--- src/rtl/sbus_pkg.sv ---
package sbus_pkg;

   // bus phase of the controller
   typedef enum logic [1:0] {
      PH_IDLE = 2'd0,
      PH_T1   = 2'd1,
      PH_T2   = 2'd2
   } phase_e;

   // size codes carried on req_size
   localparam logic [1:0] SZ_BYTE = 2'd0;
   localparam logic [1:0] SZ_HALF = 2'd1;
   localparam logic [1:0] SZ_WORD = 2'd2;

   // line geometry
   localparam int LINE_BYTES = 32;
   localparam int LINE_LG    = 5;
   localparam int WORD_LG    = 2;

endpackage

--- src/rtl/sbus_addr_gen.sv ---
module sbus_addr_gen
   import sbus_pkg::*;
#(
   parameter int ADDR_W    = 26,
   parameter int BUS_BYTES = 4,
   parameter int CNT_W     = 3
) (
   input  logic [ADDR_W-1:0]  req_addr,
   input  logic               req_line,
   input  logic               req_split,
   input  logic [ADDR_W-1:0]  cur_addr,
   input  logic [LINE_LG-1:0] cur_mask,
   output logic [ADDR_W-1:0]  start_addr,
   output logic [CNT_W-1:0]   start_cnt,
   output logic [LINE_LG-1:0] start_mask,
   output logic [ADDR_W-1:0]  next_addr
);
   localparam int LANE_W     = $clog2(BUS_BYTES);
   localparam int LINE_BEATS = LINE_BYTES / BUS_BYTES;

   if (LINE_BEATS > (1 << CNT_W)) begin : g_bad_cnt
      $error("sbus_addr_gen: CNT_W too small for a line");
   end

   logic [ADDR_W-1:0] wide_mask;
   logic [ADDR_W-1:0] bumped;

   // first beat: lane-aligned for lines, word-aligned for split words
   always_comb begin
      if (req_line) begin
         start_addr = {req_addr[ADDR_W-1:LANE_W], {LANE_W{1'b0}}};
         start_cnt  = CNT_W'(LINE_BEATS - 1);
         start_mask = LINE_LG'(LINE_BYTES - 1);
      end else if (req_split) begin
         start_addr = {req_addr[ADDR_W-1:WORD_LG], {WORD_LG{1'b0}}};
         start_cnt  = CNT_W'(1);
         start_mask = LINE_LG'(3);
      end else begin
         start_addr = req_addr;
         start_cnt  = '0;
         start_mask = LINE_LG'(3);
      end
   end

   // later beats: step by the bus width, wrap inside the block mask
   assign wide_mask = {{(ADDR_W-LINE_LG){1'b0}}, cur_mask};
   assign bumped    = cur_addr + ADDR_W'(BUS_BYTES);
   assign next_addr = (cur_addr & ~wide_mask) | (bumped & wide_mask);

endmodule

--- src/rtl/sbus_lane_dec.sv ---
module sbus_lane_dec #(
   parameter int BUS_BYTES = 4,
   parameter int LANE_W    = 2
) (
   input  logic [LANE_W-1:0]    lane,
   input  logic [1:0]           size,
   input  logic                 multi,
   output logic [BUS_BYTES-1:0] be
);
   if (BUS_BYTES != (1 << LANE_W)) begin : g_bad_lane
      $error("sbus_lane_dec: LANE_W does not match BUS_BYTES");
   end

   logic [2:0] span;
   assign span = 3'd1 << size;

   for (genvar i = 0; i < BUS_BYTES; i++) begin : g_lane
      assign be[i] = multi ||
                     ((i >= int'(lane)) && (i < int'(lane) + int'(span)));
   end

endmodule

--- src/rtl/sbus_master.sv ---
module sbus_master
   import sbus_pkg::*;
#(
   parameter int ADDR_W = 26,
   parameter int BUS_W  = 32
) (
   input  logic               clk,
   input  logic               rst_n,
   input  logic               req_valid,
   output logic               req_ready,
   input  logic               req_write,
   input  logic               req_line,
   input  logic [1:0]         req_size,
   input  logic [ADDR_W-1:0]  req_addr,
   input  logic [BUS_W-1:0]   req_wdata,
   output logic               wd_take,
   output logic               rsp_ack,
   output logic               rsp_last,
   output logic [BUS_W-1:0]   rsp_rdata,
   output logic               bus_bs_n,
   output logic               bus_cs_n,
   output logic               bus_rd_n,
   output logic [BUS_W/8-1:0] bus_we_n,
   output logic [ADDR_W-1:0]  bus_addr,
   output logic [BUS_W-1:0]   bus_dout,
   output logic               bus_doe,
   input  logic [BUS_W-1:0]   bus_din
);
   localparam int BUS_BYTES  = BUS_W / 8;
   localparam int LANE_W     = $clog2(BUS_BYTES);
   localparam int LINE_BEATS = LINE_BYTES / BUS_BYTES;
   localparam int CNT_W      = $clog2(LINE_BEATS);

   if (BUS_W != 16 && BUS_W != 32) begin : g_bad_bus
      $error("sbus_master: BUS_W must be 16 or 32");
   end
   if (ADDR_W < LINE_LG + 1) begin : g_bad_addr
      $error("sbus_master: ADDR_W too narrow for line wrapping");
   end

   phase_e             ph;
   logic [CNT_W-1:0]   left;
   logic [LINE_LG-1:0] mask_q;
   logic               wr_q;

   logic               req_split;
   logic               start_multi;
   logic [ADDR_W-1:0]  start_addr;
   logic [CNT_W-1:0]   start_cnt;
   logic [LINE_LG-1:0] start_mask;
   logic [ADDR_W-1:0]  next_addr;
   logic [BUS_BYTES-1:0] be_new;

   logic last_beat, closing, launch, cont;

   // a word wider than the bus is split into two beats
   assign req_split   = (BUS_BYTES == 2) && !req_line && (req_size == SZ_WORD);
   assign start_multi = req_line | req_split;

   sbus_addr_gen #(
      .ADDR_W    (ADDR_W),
      .BUS_BYTES (BUS_BYTES),
      .CNT_W     (CNT_W)
   ) u_addr (
      .req_addr   (req_addr),
      .req_line   (req_line),
      .req_split  (req_split),
      .cur_addr   (bus_addr),
      .cur_mask   (mask_q),
      .start_addr (start_addr),
      .start_cnt  (start_cnt),
      .start_mask (start_mask),
      .next_addr  (next_addr)
   );

   sbus_lane_dec #(
      .BUS_BYTES (BUS_BYTES),
      .LANE_W    (LANE_W)
   ) u_lane (
      .lane  (req_addr[LANE_W-1:0]),
      .size  (req_size),
      .multi (start_multi),
      .be    (be_new)
   );

   assign last_beat = (left == '0);
   assign closing   = (ph == PH_T2);
   assign req_ready = (ph == PH_IDLE) || (closing && last_beat);
   assign launch    = req_valid && req_ready;
   assign cont      = closing && !last_beat;
   assign wd_take   = (launch && req_write) || (cont && wr_q);

   // response path: one acknowledge per closed beat
   always_ff @(posedge clk or negedge rst_n) begin
      if (!rst_n) begin
         rsp_ack   <= 1'b0;
         rsp_last  <= 1'b0;
         rsp_rdata <= '0;
      end else begin
         rsp_ack  <= closing;
         rsp_last <= closing && last_beat;
         if (closing && !wr_q) rsp_rdata <= bus_din;
      end
   end

   // bus sequencer with registered strobes
   always_ff @(posedge clk or negedge rst_n) begin
      if (!rst_n) begin
         ph       <= PH_IDLE;
         left     <= '0;
         mask_q   <= '0;
         wr_q     <= 1'b0;
         bus_bs_n <= 1'b1;
         bus_cs_n <= 1'b1;
         bus_rd_n <= 1'b1;
         bus_we_n <= '1;
         bus_addr <= '0;
         bus_dout <= '0;
         bus_doe  <= 1'b0;
      end else if (launch) begin
         ph       <= PH_T1;
         left     <= start_cnt;
         mask_q   <= start_mask;
         wr_q     <= req_write;
         bus_bs_n <= 1'b0;
         bus_cs_n <= 1'b0;
         bus_rd_n <= req_write;
         bus_we_n <= req_write ? ~be_new : '1;
         bus_addr <= start_addr;
         bus_dout <= req_wdata;
         bus_doe  <= req_write;
      end else if (cont) begin
         ph       <= PH_T1;
         left     <= left - 1'b1;
         bus_bs_n <= 1'b0;
         bus_addr <= next_addr;
         if (wr_q) bus_dout <= req_wdata;
      end else if (ph == PH_T1) begin
         ph       <= PH_T2;
         bus_bs_n <= 1'b1;
      end else if (closing) begin
         ph       <= PH_IDLE;
         bus_cs_n <= 1'b1;
         bus_rd_n <= 1'b1;
         bus_we_n <= '1;
         bus_doe  <= 1'b0;
      end
   end

endmodule

--- config.mk ---
export PLATFORM = sky130hd
export DESIGN_NAME = sbus_master
export DESIGN_NICKNAME = d
export VERILOG_FILES = /design/src/rtl/sbus_pkg.sv /design/src/rtl/sbus_addr_gen.sv /design/src/rtl/sbus_lane_dec.sv /design/src/rtl/sbus_master.sv
export SDC_FILE = /design/constraint.sdc
export NUM_CORES = 1
export LEC_CHECK = 0
export ABC_AREA = 1
export BUFFER_PORTS_ARGS = -buffer_cell sky130_fd_sc_hd__buf_2
export CAP_MARGIN = 25
export CORE_AREA = 2 2 136 105
export CTS_CLUSTER_DIAMETER = 40
export CTS_CLUSTER_SIZE = 10
export DETAILED_ROUTE_END_ITERATION = 10
export DIE_AREA = 0 0 138 107
export PLACE_DENSITY = 0.83
export SETUP_SLACK_MARGIN = 0.5
export SYNTH_ARGS = -nofsm -noshare
export SYNTH_HDL_FRONTEND = slang
export SYNTH_HIERARCHICAL = 1
export SYNTH_SLANG_ARGS = --single-unit
--- constraint.sdc ---
create_clock -name clk -period 1.37 [get_ports clk]
set_input_delay 0.274 -clock clk [delete_from_list [all_inputs] [get_ports clk]]
set_output_delay 0.274 -clock clk [all_outputs]
set_load 0.05 [all_outputs]
======== After elaboration in Yosys (flattened, before gate mapping) ========
Index checks and enable logic that the tools add are counted.
W data, S select, Z words.
storage, ports and cells
  bits of input ports ..................... 97
  logic and storage cells ................. 91
  bits in registers ....................... 111
operators by class
  eq/ne operators ......................... 4
  $lt $le $gt $ge ......................... 7
  multiplexer cells ....................... 31
  add/sub/neg operators ................... 3
  shift-type cells ........................ 1
  bitwise logic cells ..................... 5
  reduce and logical (&&, ||, !) cells .... 26
operator list
  kind                     count
  $mux W32                 3
  $lt A3 B32 Y1 const A    2
  $mux W26                 2
  $lt A1 B32 Y1 const A    1
  $lt A2 B32 Y1 const A    1
  $add A26 B3 Y26 const B  1
  $and A26 B26 Y26         1
  $and A26 B5 Y26          1
  $not A5 Y26              1
  $or A26 B26 Y26          1
  $mux W4                  5
  $mux W1                  12
  $mux W2                  5
  $logic_and A1 B1 Y1      9
  $mux W3                  3
  $logic_or A1 B1 Y1       6
  $reduce_bool A2 Y1       3
  $mux W5                  1
  $add A2 B3 Y4            1
  $ge A1 B2 Y1 const A     2
  $ne A2 B2 Y1 const B     2
  $not A4 Y4               1
  $reduce_bool A4 Y1       1
  $logic_not A3 Y1         1
  other kinds (10)         11

======== Longest topological paths before layout ========
  word-level depth ........................ 8
  mapped depth ............................ 13
  mapped depth without buffers ............ 13

======== Cells and area by module ========
The synthesis kept the hierarchy.
modules (own cells, without submodules)
  module         cells each  area each (um^2)  instances
  sbus_master    620         5038.6            1
  sbus_addr_gen  71          488.0             1
  sbus_lane_dec  32          170.2             1

======== Least setup slack after synthesis ========
Ideal clock, no wire load.
  kind .................................... register -> output
  from .................................... register left[0]
  to ...................................... output port wd_take
  stages on the path, launching flop included .. 9
  setup slack ............................. -385 ps
  required time ........................... 1096 ps
  arrival time ............................ 1481 ps
  path buffers ............................ 0
  cells stage by stage .................... dfrtp_1 inv_1 ha_1 nand2_2 nand2_2 nand3_2 inv_2 nand2_1 nand2_1
on the way
  cells in the longest elaborated chain, start to end .. 6
  elaborated cells between the ends (all ways) .. 9
  classes of those cells .................. 9 x reduce/logical
ends and longest elaborated chain
  item                    RTL line            source
  from (decl)             sbus_master.sv:42   logic [CNT_W-1:0] left;
  from (signal assigned)  sbus_master.sv:122  left <= start_cnt;
  from (signal assigned)  sbus_master.sv:134  left <= left - 1'b1;
  $logic_not A3 Y1 (*)    sbus_master.sv:86   assign last_beat = (left == '0);
  $logic_and A1 B1 Y1     sbus_master.sv:88   assign req_ready = (ph == PH_IDLE) || (closing && last_beat);
  $logic_or A1 B1 Y1      sbus_master.sv:88
  $logic_and A1 B1 Y1     sbus_master.sv:89   assign launch = req_valid && req_ready;
  $logic_and A1 B1 Y1     sbus_master.sv:91   assign wd_take = (launch && req_write) || (cont && wr_q);
  $logic_or A1 B1 Y1 (*)  sbus_master.sv:91
  to (decl)               sbus_master.sv:16   output logic wd_take,
Mark *: on every way between the ends. The rest lies on a longest branch, timed or not.

======== Worst setup path in the final report ========
  from .................................... register left[1]
  to ...................................... output port wd_take
Same word-level chain as after synthesis.

==> metrics.md <==
| Metric | Value |
|---|---|
| Critical Path Max Stage Delay | ~0.4 ns |
| CP max stage cell | dfrtp_1 |
| Drc violations | 0 |
| Share of cells above drive strength 1 | 0.695 |
| Vias | approximately 6300 |
| Failing checks | negative hold slack, negative setup slack |
| Setup Viol. Count Final | 107 |
| Vias/cell | 5.30 |
| Synthesized area | between 5000 and 6000 sq um |
| # diodes | 0 |
| Largest net degree at the start of global routing | 35 |
| Hold Violations, Final | 14 |
| CTS root buffer | clkbuf_16 |
| Layout Cells excl Fill | 1181 |
| Initial Utilization | 0.418 |
| Net Sw Power | around 13 mW |
| First-pass DRT Iterations | 5 |
| First-pass GRT wire length | 31100 um |
| Detailed placement HPWL | 10700 um |
| Hold_ws | -0.189 ns |
| WP depth | 9 |
| Routed len/inst | 19.9 um |
| Nets | between 1000 and 1500 |
| Die Ht | 107 um |
| Die width | 138 um |
| Site row count | 37 |
| Reg clk slew, reported paths | roughly 0.080 ns |
| Crit path kind | reg -> out |
| Req. time, crit path | between 1 and 1.5 ns |
| Core footprint | 13400 sq um |
| Vias in the first global route | 6012 |
| Synth Net Count | 815 |
| Reg2reg path depth | 13 |
| Crit path DAT | 1.60 ns |
| Logic pwr share | 0.669 |
| Status | finished, violations left |
| CP delay by family, top | flip-flops |
| RSZ-0062 raised after global routing | yes |
| Reg2reg setup slack | -0.48 ns |
| IO Port Bufs | 198 |
| CP Max Fanout | 3 |
| TritonCTS buffer count | 9 |
| Worst R2R End | bus_dout[29]$_DFFE_PN0P_ |
| Max Slew Vio Count | 0 |
| Design Power | 28.3 mW |
| GR Util All Layers | 0.264 |
| CP cell instances | inv_2 -> ha_4 -> nand2_4 -> nand2_8 -> nand3_4 -> inv_4 -> nand2_4 -> nand2_8 -> buf_12 |
| Starting DRC count in detailed routing | around 400 |
| Clock net sink count | 109 |
| Power Dens Cells | 2590 nW/um^2 |
| Fillers | 696 |
| Antenna Nets Post-Route | 0 |
| Crit share post-route | 1.37 |
| TritonCTS clock tree | yes |
| Mapped Cells | 712 |
| RePlAce Congestion | 0.827 |
| Clock power share | 0.097 |
| Worst skew pair latency | 0.34 ns |
| Hold Crit Class | in -> async |
| Grt ovf | 0 |
| Lkg Pwr | 5.50 nW |
| P&R area growth vs syn | 95.3% |
| Final instance area | around 11000 sq um |
| Sequential fraction of design power | 0.235 |
| DP Area | 7300 sq um |
| Critical Path End Type | output port |
| Worst Setup Slack, final | -0.503 ns |
| Detailed-route wire length | 23500 um |
| Switching Share | 0.470 |
| Startpoint types | flop |
| MaxCap Viol Count | 0 |
| Peak VDD IR | 2.02 mV |
| Synth warn | 6 |
| H-tree depth | 3 |
| Reg2reg start | left[0]$_DFFE_PN0P_ |
| Int Pwr | 15.0 mW |
| Final Critical Period | 1.87 ns |
| Utilization after layout | 0.815 |
| Max Freq | 534 MHz |
| Setup Skew | 0.00762 ns |
| Top Ports | 199 |
| CP bufs+invs | 3 |
| Die footprint | about 15000 sq um |
| Clk buf depth | 2 |
| Synthesized area per cell | approximately 7.9 sq um |
| Initial antenna violation count | 0 |
| Placed Cells | 1046 |
-- per-stage QoR --
stage | hold WS [ns] | setup slack [ns] | TNS (ns)
2_1_floorplan | -0.0216 | -0.136 | -2.07
3_3_place_gp | 0.182 | -0.334 | -10.94
3_5_place_dp | 0.185 | -0.358 | -14.48
4_1_cts | -0.192 | -0.488 | -23.51
5_1_grt | -0.187 | -0.553 | -35.25
6_report | -0.189 | -0.503 | -30.52
-- final cells by class --
class,instances,area [sq um],share of cell area
Clock buffer,10,229,0.0209
Clock inverter,6,81.3,0.00743
Inverter,59,233,0.0213
Multi-Input combinational cell,450,3130,0.286
Sequential cell,109,2850,0.260
Tap cell,175,219,0.0200
Timing Repair Buffer,372,4200,0.384
-- flip-flops by register name, summed over array words and instances, names as in the netlist --
signal     cells
bus_dout      32
rsp_rdata     32
bus_addr      26
bus_we_n       4
left           3
mask_q         3
ph             2
bus_bs_n       1
bus_cs_n       1
bus_doe        1
bus_rd_n       1
rsp_ack        1
rsp_last       1
wr_q           1
-- per-layer routing --
layer	routed length (um)	vias to the layer above	part of all wire	global-route usage
met1	8980	3071	0.38	0.336
met5	0	-	0	0
met4	608	0	0.026	0.0758
met3	1690	57	0.072	0.0585
li1	-	2796	-	-
met2	12200	333	0.52	0.457
-- worst register-to-register path, stage by stage, from the launching register on --
cell     delay (ns)
dfrtp_1        0.38
inv_2          0.07
ha_4           0.17
nand2_4        0.09
buf_6          0.12
nand3_4        0.07
buf_12         0.14
buf_6          0.11
buf_8          0.12
buf_12         0.14
buf_8          0.14
nand2_8        0.12
nand2_2        0.07
nand2_1        0.06
-- worst max-delay path by stage --
stage | to | startpoint | slack (ns)
6_report | wd_take | left[1]$_DFFE_PN0P_ | -0.50
5_1_grt | bus_dout[28]$_DFFE_PN0P_ | left[0]$_DFFE_PN0P_ | -0.55
4_1_cts | wd_take | left[0]$_DFFE_PN0P_ | -0.49
3_5_place_dp | bus_we_n[0]$_DFFE_PN1P_ | req_size[1] | -0.36
3_3_place_gp | bus_we_n[0]$_DFFE_PN1P_ | req_size[1] | -0.33
2_1_floorplan | bus_we_n[0]$_DFFE_PN1P_ | req_size[1] | -0.14
-- repair_timing --
action,4_1_cts,5_1_grt
gates cloned,16,8
endpoints found under the setup margin,210,210
resized for setup,325,229
buffers inserted,69,26
endpoints found under the hold margin,14,14
pin swaps,40,61
-- placed cells by master (no fill, tap or decap), types with 3 or more instances in the layout --
master     count
nand2_1      170
buf_8        107
buf_4         99
buf_2         95
dfrtp_2       92
nand2_2       74
nand3_2       69
inv_1         47
nand3_1       34
buf_12        30
nand4_1       29
nand3_4       24
buf_6         21
clkbuf_16     16
buf_16        12
nand2_4       10
dfrtp_1       10
inv_2          7
nand2_8        7
dfstp_2        7
o21ai_2        6
nor2_1         4
nor2_2         4
inv_4          3
ha_1           3
-- power by group through the flow --
stage / Clock (mW) / Combinational [mW] / Sequential, mW
2_1_floorplan: 0 / 4.02 / 10.9
3_3_place_gp: 0 / 11.1 / 6.06
3_5_place_dp: 0 / 11.4 / 6.11
4_1_cts: 2.77 / 16.1 / 6.26
5_1_grt: 2.90 / 19.6 / 6.78
6_report: 2.74 / 18.9 / 6.65
Note: power is estimated with default switching activity, not from simulation.
